--- config.mk ---
export PLATFORM = sky130hd
export DESIGN_NAME = lcp_line_locator
export DESIGN_NICKNAME = d
export VERILOG_FILES = /design/src/rtl/lcp_pkg.sv /design/src/rtl/lcp_slot_decode.sv /design/src/rtl/lcp_offset_calc.sv /design/src/rtl/lcp_hold_reg.sv /design/src/rtl/lcp_line_locator.sv
export SDC_FILE = /design/constraint.sdc
export NUM_CORES = 1
export LEC_CHECK = 0
export BUFFER_PORTS_ARGS = -buffer_cell sky130_fd_sc_hd__buf_2
export CORE_MARGIN = 2
export CORE_UTILIZATION = 45
export DETAILED_ROUTE_END_ITERATION = 6
export PLACE_DENSITY = 0.75
export SYNTH_ARGS = -nofsm -noshare
export SYNTH_HDL_FRONTEND = slang
export SYNTH_SLANG_ARGS = --single-unit
--- constraint.sdc ---
create_clock -name clk -period 1.94 [get_ports clk]
set_input_delay 0 -clock clk [delete_from_list [all_inputs] [get_ports clk]]
set_output_delay 0 -clock clk [all_outputs]
set_load 0.01 [all_outputs]
--- src/rtl/lcp_pkg.sv ---
package lcp_pkg;
  typedef enum logic [1:0] {
    SZ_16  = 2'd0,
    SZ_32  = 2'd1,
    SZ_64  = 2'd2,
    SZ_RAW = 2'd3
  } slot_code_e;

  typedef struct packed {
    logic       redirect;
    logic       spare;
    logic [5:0] idx;
  } meta_entry_t;
endpackage

--- src/rtl/lcp_slot_decode.sv ---
module lcp_slot_decode
  import lcp_pkg::*;
#(
  parameter int MIN_SLOT_LG = 4,
  parameter int SHIFT_W     = 3
) (
  input  logic [1:0]         code,
  output logic [SHIFT_W-1:0] slot_lg,
  output logic               uncompressed
);
  always_comb begin
    unique case (slot_code_e'(code))
      SZ_16:   begin slot_lg = SHIFT_W'(MIN_SLOT_LG);     uncompressed = 1'b0; end
      SZ_32:   begin slot_lg = SHIFT_W'(MIN_SLOT_LG + 1); uncompressed = 1'b0; end
      default: begin slot_lg = SHIFT_W'(MIN_SLOT_LG + 2); uncompressed = 1'b1; end
    endcase
  end
endmodule

--- src/rtl/lcp_offset_calc.sv ---
module lcp_offset_calc
  import lcp_pkg::*;
#(
  parameter int LINE_W  = 6,
  parameter int LB_LG   = 6,
  parameter int SHIFT_W = 3,
  parameter int OFF_W   = 13,
  parameter int LEN_W   = 7
) (
  input  logic [LINE_W-1:0]  line,
  input  logic [SHIFT_W-1:0] slot_lg,
  input  logic               uncompressed,
  input  logic [7:0]         meta,
  output logic [OFF_W-1:0]   offset,
  output logic [OFF_W-1:0]   meta_offset,
  output logic               exception,
  output logic [LEN_W-1:0]   length
);
  localparam logic [OFF_W-1:0] META_BYTES = OFF_W'(1) << LB_LG;

  meta_entry_t          ent;
  logic [OFF_W-1:0]     slot_bytes;
  logic [OFF_W-1:0]     normal_off;
  logic [OFF_W-1:0]     spill_off;

  always_comb begin
    ent         = meta_entry_t'(meta);
    slot_bytes  = OFF_W'(1) << slot_lg;
    meta_offset = slot_bytes << LINE_W;
    normal_off  = OFF_W'(line) << slot_lg;
    spill_off   = meta_offset + META_BYTES + (OFF_W'(ent.idx) << LB_LG);
    exception   = ent.redirect && !uncompressed;
    offset      = exception ? spill_off : normal_off;
    length      = exception ? LEN_W'(1 << LB_LG) : slot_bytes[LEN_W-1:0];
  end
endmodule

--- src/rtl/lcp_hold_reg.sv ---
module lcp_hold_reg #(
  parameter int W = 8
) (
  input  logic         clk,
  input  logic         rst,
  input  logic         in_valid,
  output logic         in_ready,
  input  logic [W-1:0] in_data,
  output logic         out_valid,
  input  logic         out_ready,
  output logic [W-1:0] out_data
);
  assign in_ready = !out_valid || out_ready;

  always_ff @(posedge clk) begin
    if (rst) begin
      out_valid <= 1'b0;
      out_data  <= '0;
    end else if (in_ready) begin
      out_valid <= in_valid;
      if (in_valid) out_data <= in_data;
    end
  end
endmodule

--- src/rtl/lcp_line_locator.sv ---
module lcp_line_locator #(
  parameter int LINE_W      = 6,
  parameter int LB_LG       = 6,
  parameter int MIN_SLOT_LG = 4,
  parameter int OFF_W       = LINE_W + LB_LG + 1,
  parameter int LEN_W       = LB_LG + 1
) (
  input  logic             clk,
  input  logic             rst,
  input  logic             in_valid,
  output logic             in_ready,
  input  logic [LINE_W-1:0] in_line,
  input  logic [1:0]       in_size_code,
  input  logic [7:0]       in_meta,
  output logic             out_valid,
  input  logic             out_ready,
  output logic [OFF_W-1:0] out_offset,
  output logic [OFF_W-1:0] out_meta_offset,
  output logic             out_exception,
  output logic [LEN_W-1:0] out_length
);
  localparam int SHIFT_W = 3;
  localparam int RES_W   = 2 * OFF_W + 1 + LEN_W;

  logic [SHIFT_W-1:0] slot_lg;
  logic               uncompressed;
  logic [OFF_W-1:0]   c_off, c_moff;
  logic               c_exc;
  logic [LEN_W-1:0]   c_len;
  logic [RES_W-1:0]   res_d, res_q;

  lcp_slot_decode #(.MIN_SLOT_LG(MIN_SLOT_LG), .SHIFT_W(SHIFT_W)) u_dec (
    .code(in_size_code), .slot_lg(slot_lg), .uncompressed(uncompressed)
  );

  lcp_offset_calc #(
    .LINE_W(LINE_W), .LB_LG(LB_LG), .SHIFT_W(SHIFT_W), .OFF_W(OFF_W), .LEN_W(LEN_W)
  ) u_calc (
    .line(in_line), .slot_lg(slot_lg), .uncompressed(uncompressed), .meta(in_meta),
    .offset(c_off), .meta_offset(c_moff), .exception(c_exc), .length(c_len)
  );

  assign res_d = {c_off, c_moff, c_exc, c_len};

  lcp_hold_reg #(.W(RES_W)) u_out (
    .clk(clk), .rst(rst),
    .in_valid(in_valid), .in_ready(in_ready), .in_data(res_d),
    .out_valid(out_valid), .out_ready(out_ready), .out_data(res_q)
  );

  assign {out_offset, out_meta_offset, out_exception, out_length} = res_q;
endmodule

== Word-level counts from Yosys, hierarchy flattened ==
Cells that the tools add are included.

* Add/sub/neg operators: 2
* Equality and inequality tests: 1
* Shift operators: 2
* Multiplexer cells: 3
* Reduce and logical (&&, ||, !) cells: 6

{| class="wikitable"
|+ Operator list
! operator !! number
|-
| $add 13x12->13 || 1
|-
| $add 13x7->13 const B || 1
|-
| $mux 13 || 1
|-
| $shl 6x3->13 || 1
|-
| $mux 7 || 1
|-
| $shl 1x3->7 const A || 1
|-
| $pmux 2 s2 || 1
|-
| $eq 2x1->1 const B || 1
|-
| $logic_not 2->1 || 1
|-
| $reduce_and 2->1 || 1
|-
| $reduce_or 2->1 || 1
|-
| $logic_and 1x1->1 || 1
|-
| $logic_not 1->1 || 1
|-
| $logic_or 1x1->1 || 1
|}

* Flip-flop bits (word level): 29
* Bits of input ports: 20
* Output and inout port bits: 36
* Word-level logic and storage cells: 16

== Logic depth before layout (Yosys ltp) ==
* Depth in word-level cells: 6
* Mapped depth: 7
* Gate-level depth less buffers: 6

== By module ==
Synthesis repeated with hierarchy kept, for this count alone.

* Cells, all modules: 271
* Area, all modules: 2,416.1 um^2

{| class="wikitable"
|+ By module, submodules not included
! module !! instances !! cells an instance !! area an instance (um^2) !! sequential area each (um^2)
|-
| lcp_hold_reg || 1 || 160 || 1,659.1 || 700.7
|-
| lcp_offset_calc || 1 || 106 || 728.2 || 0.0
|-
| lcp_slot_decode || 1 || 5 || 28.8 || 0.0
|}

== Worst setup path after synthesis ==
No wires, ideal clock.

* Path kind: input-to-reg
* Start point: in in_size_code[1]
* End point: reg u_out.out_data[32]
* Setup time: 0.132 ns
* Arrival: 1.207 ns
* Setup slack: 0.601 ns
* Stages: 7
* Path buffers: 1
* Path through: buf_2 -> nor2_1 -> ha_1 -> ha_1 -> xnor2_1 -> a221oi_1 -> nor3_1

* Word-level cells in the longest chain between the ends: 6
* Elaborated cells between the ends (all ways): 10

{| class="wikitable"
|+ RTL lines
! what !! RTL line !! text
|-
| from (decl) || lcp_line_locator.sv:13 || <nowiki>input logic [1:0] in_size_code,</nowiki>
|-
| $eq 2x1->1 or $logic_not 2->1 (tied branches) || lcp_slot_decode.sv:12 || <nowiki>unique case (slot_code_e'(code))</nowiki>
|-
| $pmux 2 s2 * || lcp_slot_decode.sv:12 ||
|-
| $shl 1x3->7 * || lcp_offset_calc.sv:28 || <nowiki>slot_bytes = OFF_W'(1) << slot_lg;</nowiki>
|-
| via c_moff[10] || lcp_line_locator.sv:27 || <nowiki>logic [OFF_W-1:0] c_off, c_moff;</nowiki>
|-
| $add 13x7->13 * || lcp_offset_calc.sv:31 || <nowiki>spill_off = meta_offset + META_BYTES + (OFF_W'(ent.idx) << LB_LG);</nowiki>
|-
| $add 13x12->13 * || lcp_offset_calc.sv:31 ||
|-
| $mux 13 * || lcp_offset_calc.sv:33 || <nowiki>offset = exception ? spill_off : normal_off;</nowiki>
|-
| to (signal assigned) || lcp_hold_reg.sv:21 || <nowiki>if (in_valid) out_data <= in_data;</nowiki>
|-
| to (decl) || lcp_hold_reg.sv:11 || <nowiki>output logic [W-1:0] out_data</nowiki>
|}

Mark *: on every way through the listed nets, which the timed path passes. The rest lies on a longest branch.
A chain may end at the register's enable or synchronous reset.

== Worst setup path in the final report ==
* Start point: reg u_out.out_valid
* End point: reg u_out.out_data[30]

* Word-level cells in the longest chain between the ends: 3

{| class="wikitable"
|+ RTL lines
! what !! RTL line !! text
|-
| from (decl) || lcp_hold_reg.sv:9 || <nowiki>output logic out_valid,</nowiki>
|-
| from (signal assigned) || lcp_hold_reg.sv:20 || <nowiki>out_valid <= in_valid;</nowiki>
|-
| $logic_not 1->1 || lcp_hold_reg.sv:13 || <nowiki>assign in_ready = !out_valid || out_ready;</nowiki>
|-
| $logic_or 1x1->1 || lcp_hold_reg.sv:13 ||
|-
| $reduce_and 2->1 (no line) || - ||
|}

No other way between the ends.

==> results.ini <==
[status]
status=finished clean

[sta]
timing.fmax_mhz=739.7
fin_crit_sh_pct=69.69
tightest_slew_ps=596.6
fin_skew_ps=0.6653
hold_viol_final=0
fin_tns_setup_ps=0
maxSlewViolCount=0
setup_ws_ps=588.0
period_minus_slack_ps=1352
setup_viol=0
grt_setup_unrepaired=no
relSlewSlack_pct=60.23

[cts]
cts_root_buf=clkbuf_4
clk-insertion-delay-late_ps=280
numCtsBuffers=3
cts_setup_buffers=0
cts_tree=done
cts_hold_buf=3
path_clk_slew_ps=90
cts.sinks=17
cts_resized=0
clockBufferDepth=2
htree_levels=1

[global_routing]
grt_use_met3_pct=5.556
antenna_found_initial=0
grt_max_degree=19
grt_pass1_wl_um=3505
grt-ovfl-total=0
grt_use_total_pct=16.70
met2_usage_pct=30.25
grt_pass1_vias=865
top_usage_layer=met2
grt_util_met1_pct=18.63

[logic_synthesis]
syn_area_per_cell_um2=8.631
ys_types=35
synth_ff_type=dfxtp_1
seq_area_frac_synth_pct=30.80
syn_inst=128
synth-edff-count=0
syn_area_um2=1105
yosysWarnings=0
ys_ff_latch=17
synth-async-reset-ratio_pct=0

[floorplan]
io_pins=56
fp.dieH_um=53.55
die_area_um2=2868
start_util_pct=48.54
dieWidth_um=53.55
coreArea_um2=2276
row_count=17

[route]
drt-initial-drc-count=12
detail-route-antenna-nets=0
drc=0
first_pass_iters=4
vias=919
vias_per_cell=4.837
wl_per_cell_um=10.98
finalWirelength_um=2087

[power_and_ir_drop]
p_int_uw=527.0
leakage_uw=0.0006106
powerDensity_nw_per_um2=601.1
seqPwrFrac_pct=50.3
ir_drop_mv=0.6245
pwr-share-comb_pct=25.2
switching_share_pct=29.86
power_frac_clock_pct=24.5
switchingPower_uw=224.3

[setup_path]
cp_max_fo=17
regToRegSetupSlack_ps=590
path_buf_inv=0
worstPathRequired_ps=2160
crit_type=reg -> reg
end_kind=register
cp_top_family=simple AND/OR/NAND/NOR gates
crit_arrival_ps=1570
crit_chain=nand2b_4 > and2_1 > o211ai_1 > a21oi_1
slowest_delay_ps=510
critPathLaunchType=register
slowest_stage=and2_1

[finish]
drive_above_1_share_pct=28.40
area_growth_pct=13.14
antenna_cells=0
fin_nets=187
fin_area_um2=1250

[placed_design]
dpl.hpwl_um=1666
post-place-ws_ps=396.7
io_buffers=36
placed_area_um2=1194
gp_routability_congestion=0.7504

[hold_path]
min_path_type=in -> reg

[run]
drv_cap=0

-- per-layer routing --
layer / wire length, um / up-vias
met5: 0 / -
met4: 12 / 0
met3: 164 / 2
met2: 1056 / 33
met1: 853 / 419
li1: - / 465
-- kinds of logic after synthesis --
| family | count (synthesis) | share of synthesized area (%) |
|---|---|---|
| AOI/OAI and AO/OA | 24 | 15.86 |
| adders and majority gates | 4 | 4.530 |
| xor gates and xnor gates | 5 | 3.964 |
| buffers and inverters | 28 | 17.89 |
| DFF | 17 | 30.80 |
| other | 1 | 0.3394 |
| muxes | 9 | 8.267 |
| and+or+nand+nor | 40 | 18.35 |
-- cell type report --
| class | instances | area [um2] |
|---|---|---|
| Inverter | 2 | 7.507 |
| Tap cell | 28 | 35.03 |
| Clock buffer | 4 | 26.28 |
| Timing Repair Buffer | 39 | 210.2 |
| Fill cell | 223 | 1026 |
| Multi-Input combinational cell | 100 | 630.6 |
| Sequential cell | 17 | 340.3 |
-- stage by stage --
step	instances	hold slack [ps]	total power (uW)	util, %
floorplan	145	119.1	548.6	-
global placement	183	255.2	566.7	52.45
detailed placement	183	267.9	571.1	52.45
CTS	190	70.62	757.2	54.92
global route	190	99.54	801.9	54.92
finish	190	71.09	751.3	54.92
-- worst register-to-register path: stages, from the launching register on --
cell	delay, ps
dfxtp_1	340
nand2b_4	80
and2_1	510
o211ai_1	200
a21oi_1	170
-- cell usage after synthesis, drive strengths merged (2+ instances only) --
| cell type | instances | area (um2) |
|---|---|---|
| nand3 | 3 | 15.01 |
| o21ai | 2 | 10.01 |
| ha | 4 | 50.05 |
| nand2b | 3 | 26.27 |
| dfxtp | 17 | 340.3 |
| a21oi | 12 | 60.06 |
| a211oi | 4 | 35.03 |
| nand2 | 17 | 63.81 |
| xnor2 | 4 | 35.03 |
| mux2i | 8 | 80.08 |
| clkbuf | 2 | 7.510 |
| inv | 2 | 7.510 |
| nor3 | 2 | 10.01 |
| buf | 24 | 182.7 |
| nor2 | 8 | 30.03 |
-- power by group through the flow --
stage          combinational [uW]  clock [uW]  sequential [uW]
5_1_grt                       215         206              380
4_1_cts                       190         189              378
2_1_floorplan                 154           0              395
6_report                      189         184              378
3_3_place_gp                  182           0              385
3_5_place_dp                  185           0              386
-- path summary, 6_finish.rpt --
check	endpoint	depth (start not counted)	startpoint
worst max-delay path	u_out.out_data[30]$_SDFFE_PP0P_	4	u_out.out_valid$_SDFFE_PP0N_
worst min-delay path	u_out.out_data[20]$_SDFFE_PP0P_	3	in_size_code[1]
worst max register to register	u_out.out_data[30]$_SDFFE_PP0P_	4	u_out.out_valid$_SDFFE_PP0N_
worst min register to register	u_out.out_data[5]$_SDFFE_PP0P_	2	u_out.out_data[5]$_SDFFE_PP0P_
-- cells in the final DEF (no fill, tap or decap), types with 2 or more instances in the layout --
cell,count
nor2_1,8
nand3_1,3
clkbuf_4,3
a211oi_1,3
nor3_1,2
nand2_1,17
mux2i_1,8
o21ai_0,2
ha_1,4
nand2b_1,2
conb_1,18
inv_1,2
a21oi_1,12
buf_2,36
xnor2_1,4
dfxtp_1,17
dlygate4sd3_1,3
-- sequential cells by signal (all words and copies together), names as in the netlist --
signal / count
u_out.out_data: 16
u_out.out_valid: 1
Power figures use the tool's default switching activity.
